$ cat src/rtl/esl_pkg.sv
package esl_pkg;
  localparam logic [2:0] CMD_RESET_EXT = 3'b010;
  localparam int unsigned CMD_LSB = 3;
  localparam int unsigned CMD_MSB = 5;

  typedef enum logic {
    ADDR_CMD  = 1'b0,
    ADDR_CTRL = 1'b1
  } esl_addr_e;
endpackage

$ cat src/rtl/esl_sync.sv
module esl_sync #(
  parameter int unsigned WIDTH  = 3,
  parameter int unsigned STAGES = 2
) (
  input  logic             clk,
  input  logic             rst_n,
  input  logic [WIDTH-1:0] async_i,
  output logic [WIDTH-1:0] sync_o
);
  for (genvar b = 0; b < WIDTH; b++) begin : g_bit
    logic [STAGES-1:0] chain;
    always_ff @(posedge clk or negedge rst_n) begin
      if (!rst_n) chain <= '0;
      else        chain <= {chain[STAGES-2:0], async_i[b]};
    end
    assign sync_o[b] = chain[STAGES-1];
  end
endmodule

$ cat src/rtl/esl_host_regs.sv
module esl_host_regs
  import esl_pkg::*;
#(
  parameter int unsigned DW = 8
) (
  input  logic          clk,
  input  logic          rst_n,
  input  logic          wr_en_i,
  input  logic          wr_addr_i,
  input  logic [DW-1:0] wr_data_i,
  output logic          cmd_reset_o,
  output logic          enable_o
);
  logic is_cmd, is_ctrl;
  assign is_cmd  = wr_en_i && (wr_addr_i == ADDR_CMD);
  assign is_ctrl = wr_en_i && (wr_addr_i == ADDR_CTRL);
  assign cmd_reset_o = is_cmd && (wr_data_i[CMD_MSB:CMD_LSB] == CMD_RESET_EXT);

  always_ff @(posedge clk or negedge rst_n) begin
    if (!rst_n)       enable_o <= 1'b0;
    else if (is_ctrl) enable_o <= wr_data_i[0];
  end

  // the enable moves only on a control write
  assert_enable_hold_R7: assert property (@(posedge clk) disable iff (!rst_n)
    !is_ctrl |=> $stable(enable_o));
endmodule

$ cat src/rtl/esl_change_latch.sv
module esl_change_latch #(
  parameter int unsigned WIDTH = 3
) (
  input  logic             clk,
  input  logic             rst_n,
  input  logic [WIDTH-1:0] level_i,
  input  logic             cmd_reset_i,
  input  logic             enable_i,
  input  logic             int_ack_i,
  output logic [WIDTH-1:0] snap_o,
  output logic             pending_o,
  output logic             irq_o
);
  logic acked;
  logic change;
  assign change = (level_i != snap_o);

  always_ff @(posedge clk or negedge rst_n) begin
    if (!rst_n) begin
      snap_o    <= '0;
      pending_o <= 1'b0;
      acked     <= 1'b0;
    end else if (cmd_reset_i) begin
      snap_o    <= level_i;
      pending_o <= 1'b0;
      acked     <= 1'b0;
    end else begin
      if (!pending_o && change) begin
        snap_o    <= level_i;
        pending_o <= 1'b1;
      end
      if (pending_o && int_ack_i) acked <= 1'b1;
    end
  end

  assign irq_o = pending_o && enable_i && !acked;

  // a change seen while idle sets the pending flag
  assert_change_sets_R2: assert property (@(posedge clk) disable iff (!rst_n)
    (!pending_o && change && !cmd_reset_i) |=> pending_o);
  // a pending latch stays frozen until the command
  assert_frozen_R4: assert property (@(posedge clk) disable iff (!rst_n)
    (pending_o && !cmd_reset_i) |=> (pending_o && $stable(snap_o)));
  // the command wins over a same-edge change
  assert_cmd_wins_R10: assert property (@(posedge clk) disable iff (!rst_n)
    cmd_reset_i |=> !pending_o);
  // an acknowledge keeps the request down
  assert_ack_drops_R9: assert property (@(posedge clk) disable iff (!rst_n)
    (int_ack_i && pending_o && !cmd_reset_i) |=> !irq_o);
endmodule

$ cat src/rtl/ext_status_latch.sv
module ext_status_latch
  import esl_pkg::*;
#(
  parameter int unsigned N_LINES     = 3,
  parameter int unsigned SYNC_STAGES = 2,
  parameter int unsigned DW          = 8
) (
  input  logic               clk,
  input  logic               rst_n,
  input  logic [N_LINES-1:0] lines_i,
  input  logic               wr_en_i,
  input  logic               wr_addr_i,
  input  logic [DW-1:0]      wr_data_i,
  input  logic               int_ack_i,
  output logic [DW-1:0]      status_o,
  output logic               irq_o
);
  localparam int unsigned PEND_BIT = DW - 1;

  logic [N_LINES-1:0] level, snap;
  logic cmd_reset, enable, pending;

  esl_sync #(.WIDTH(N_LINES), .STAGES(SYNC_STAGES)) u_sync (
    .clk(clk), .rst_n(rst_n), .async_i(lines_i), .sync_o(level));

  esl_host_regs #(.DW(DW)) u_regs (
    .clk(clk), .rst_n(rst_n), .wr_en_i(wr_en_i), .wr_addr_i(wr_addr_i),
    .wr_data_i(wr_data_i), .cmd_reset_o(cmd_reset), .enable_o(enable));

  esl_change_latch #(.WIDTH(N_LINES)) u_latch (
    .clk(clk), .rst_n(rst_n), .level_i(level), .cmd_reset_i(cmd_reset),
    .enable_i(enable), .int_ack_i(int_ack_i), .snap_o(snap),
    .pending_o(pending), .irq_o(irq_o));

  always_comb begin
    status_o              = '0;
    status_o[N_LINES-1:0] = ~snap;
    status_o[PEND_BIT]    = pending;
  end

  // the request is down after a reset-status command
  assert_cmd_clears_irq_R5: assert property (@(posedge clk) disable iff (!rst_n)
    cmd_reset |=> !irq_o);
  // with the enable off and no control write, no request follows
  assert_disabled_quiet_R7: assert property (@(posedge clk) disable iff (!rst_n)
    (!enable && !(wr_en_i && wr_addr_i == ADDR_CTRL)) |=> !irq_o);
  // other command codes leave the status byte alone
  assert_other_cmd_R6: assert property (@(posedge clk) disable iff (!rst_n)
    (pending && wr_en_i && wr_addr_i == ADDR_CMD &&
     wr_data_i[CMD_MSB:CMD_LSB] != CMD_RESET_EXT) |=> $stable(status_o));
endmodule

$ cat config.mk
export PLATFORM = sky130hd
export DESIGN_NAME = ext_status_latch
export DESIGN_NICKNAME = d
export VERILOG_FILES = /design/src/rtl/esl_pkg.sv /design/src/rtl/esl_sync.sv /design/src/rtl/esl_host_regs.sv /design/src/rtl/esl_change_latch.sv /design/src/rtl/ext_status_latch.sv
export SDC_FILE = /design/constraint.sdc
export NUM_CORES = 1
export LEC_CHECK = 0
export ABC_AREA = 1
export BUFFER_PORTS_ARGS = -buffer_cell sky130_fd_sc_hd__buf_2
export CORE_AREA = 2 2 39 41
export CTS_CLUSTER_DIAMETER = 80
export DETAILED_ROUTE_END_ITERATION = 6
export DIE_AREA = 0 0 41 43
export PLACE_DENSITY = 0.7
export SYNTH_ARGS = -nofsm -noshare
export SYNTH_HDL_FRONTEND = slang
export SYNTH_SLANG_ARGS = --single-unit
$ cat constraint.sdc
create_clock -name clk -period 2.1 [get_ports clk]
set_input_delay 0.315 -clock clk [delete_from_list [all_inputs] [get_ports clk]]
set_output_delay 0.315 -clock clk [all_outputs]
set_load 0.02 [all_outputs]
==> impl_results.md <==
- CTS tree: done
- Critical-path top delay cell: dfrtp_1
- Finish-stage setup viols: 0
- Setup WS post-layout: between 0.8 and 0.9 ns
- VDD IR max: between 0.0003 and 0.0004 V
- Register area: between 300 and 400 um^2
- Fin crit period: 1.29 ns
- Syn Inst Count: 57
- Placed cells: 87
- Initial Util: 0.379
- Synth top area share: 0.573
- Critical path depth: 3
- Crit Path Category: register to primary output
- Final Non-Filler Cells: 92
- RR Startpoint: u_latch.snap_o[1]
- Final GP Congestion: 0.679
- Outcome: finished clean
- Fin. Hold Viols: 0
- Syn. warnings: 0
- Pleak: between 0.3 and 0.4 nW
- Commonest cells after routing, fill and taps aside: 16 x buf_2, 13 x nand2_1, 12 x dfrtp_1
- Die Y: 43 um
- DRT iter0 DRCs: 6
- Buffer type at the clock tree root: clkbuf_4
- RSZ-0062 raised after global routing: no
- Detailed Place HPWL: 613 um
- Crit-path cells: nand2_1 > nor2_1 > buf_2
- Crit. End Element: primary output
- Commonest non-fill, non-tap cell in the layout: buf_2
- Final period util: 0.614
- Max Fclk: 775 MHz
- Reg2reg end: u_latch.snap_o[1]
- Cell taking the most area after synthesis: dfrtp_1
- Avg Vias per Cell: 4.23
- Fin Setup TNS: 0 ns
- Clk Latency, worst-skew pair: between 0.2 and 0.3 ns
- Seq cells post-synth: 12
- Multi-input gate area: ~160 um^2
- DIE AREA: 0.00176 mm^2
- I/O pins: 25
- Final #Nets: 93
- Finished Cell Area: 644 um^2
- Critical path buffers and inverters: 1
- Core area: 0.00138 mm^2
- DR WL/cell: 8.32 um
- Critical path's top delay family: flip-flops
- CTS sink cnt: 12
- Global-route wire length before repair: 1380 um
- Max Transition Viols Final: 0
- Dpl ws: 1.03 ns
- Antenna diodes: 0
- DRC violations left: 0
- Final Skew: 0.00110 ns
- CP endpoint: irq_o
- Crit path from: u_latch.pending_o
- Final ANT Viol Nets: 0
- Die Span X: 41 um
- Count of input and output buffers: 16
- Area Growth Syn to Fin: 22.9%
- Cell variety after synth: 15
- Crit path arrival time: 0.98 ns
- Top cells by area, synth: dfrtp_1 57%, nand2_1 9.3%, buf_4 7.2%
- CP max FO: 5
- Fill count: around 130
- Vias in the first global route: 369
- R2R cell count: 6
- Antenna violations before repair: 0
- Register area share after synthesis: 0.573
- Slowest cell delay on critical path: 0.40 ns
- Syn avg cell area: 9.20 um^2
- Clock Path Buffers: 2
- Total GRT Usage: 0.122
- HP Class: input port to register
- Max-Cap Viols: 0
- Crit path launch type: register
- Gr ovfl total: 0
- Maximum number of pins on one net before global-route repair: 13
- Via count: 389
- Htree depth: 1
- Worst-path clk slew: 0.08 ns
- Row cnt: 14
- Drt pass-1 iters: 4
- Synthesized cell area: 524 um^2
- PwrDens: 904 mW/mm^2
- Critical Path RT: ~1.8 ns
- Dpl cell area: 598 um^2
- Final wirelength: 765 um
- Share of post-route cells with drive strength above 1: 0.355
- R2r setup slk: between 1 and 1.5 ns
- CTS Buf Count: 3
## cells in the mapped netlist
library cell  count
a21oi_1           3
inv_1             8
nand2_1          13
conb_1            1
o21ai_0           1
nand3_1           3
buf_4             5
nand3_2           1
inv_2             2
nor2_1            2
nand2_2           3
nor3_2            1
a31oi_1           1
xnor2_1           1
dfrtp_1          12
## worst min-delay path by stage
stage,startpoint,to,slack [ns],cells past startpoint
finish,lines_i[1],u_sync.g_bit[1].chain[0],0.14,1
global route,lines_i[1],u_sync.g_bit[1].chain[0],0.12,1
CTS,lines_i[1],u_sync.g_bit[1].chain[0],0.13,1
detailed placement,rst_n,u_regs.enable_o,0.21,1
global placement,rst_n,u_regs.enable_o,0.20,1
floorplan,rst_n,u_latch.acked,0.02,0
## logic make-up (layout without fill, tap and decap cells)
logic type	after synthesis	in the layout	synth area share
DFF	12	12	0.573
and+or+nand+nor	23	23	0.210
xor gates and xnor gates	1	1	0.0167
buffers and inverters	15	31	0.143
other	1	4	0.00715
AOI/OAI and AO/OA	5	5	0.0501
## where the power goes
group	switching (W)	internal, W
Clock	0.0000791	0.000105
Combinational	0.0000747	0.0000471
Sequential	0.0000192	0.000257
Total	0.000173	0.000410
## timing repair
item / CTS / global route
hold buffers: 1 / 0
buffers inserted: 0 / 0
endpoints found under the hold margin: 12 / 0
endpoints found under the setup margin: 0 / 0
gates resized for setup: 0 / 0
## metal layers
| layer | routed length (um) | vias up | GRT usage | part of all wire |
|---|---|---|---|---|
| met5 | 0 | - | 0 | 0 |
| met4 | 19 | 0 | 0.0800 | 0.025 |
| met3 | 33 | 2 | 0.0471 | 0.043 |
| met2 | 392 | 9 | 0.178 | 0.51 |
| met1 | 319 | 176 | 0.141 | 0.42 |
| li1 | - | 202 | - | - |
## area by class of cell
class / instances / area share
Clock buffer: 4 / 0.0563
Inverter: 10 / 0.0583
Multi-Input combinational cell: 33 / 0.249
Sequential cell: 12 / 0.466
Tap cell: 16 / 0.0311
Timing Repair Buffer: 17 / 0.140
## state kept, by name, summed over array words and instances, names as in the netlist
signal,count
u_latch.acked,1
u_latch.snap_o,3
u_sync.g_bit.chain,6
u_regs.enable_o,1
u_latch.pending_o,1
## per-stage QoR
stage,power [W],hold slack (ns),util
2_1_floorplan,0.000369,0.0194,-
3_3_place_gp,0.000401,0.201,0.432
3_5_place_dp,0.000404,0.205,0.432
4_1_cts,0.000593,0.129,0.466
5_1_grt,0.000620,0.124,0.466
6_report,0.000583,0.142,0.466
Power figures use the tool's default switching activity.
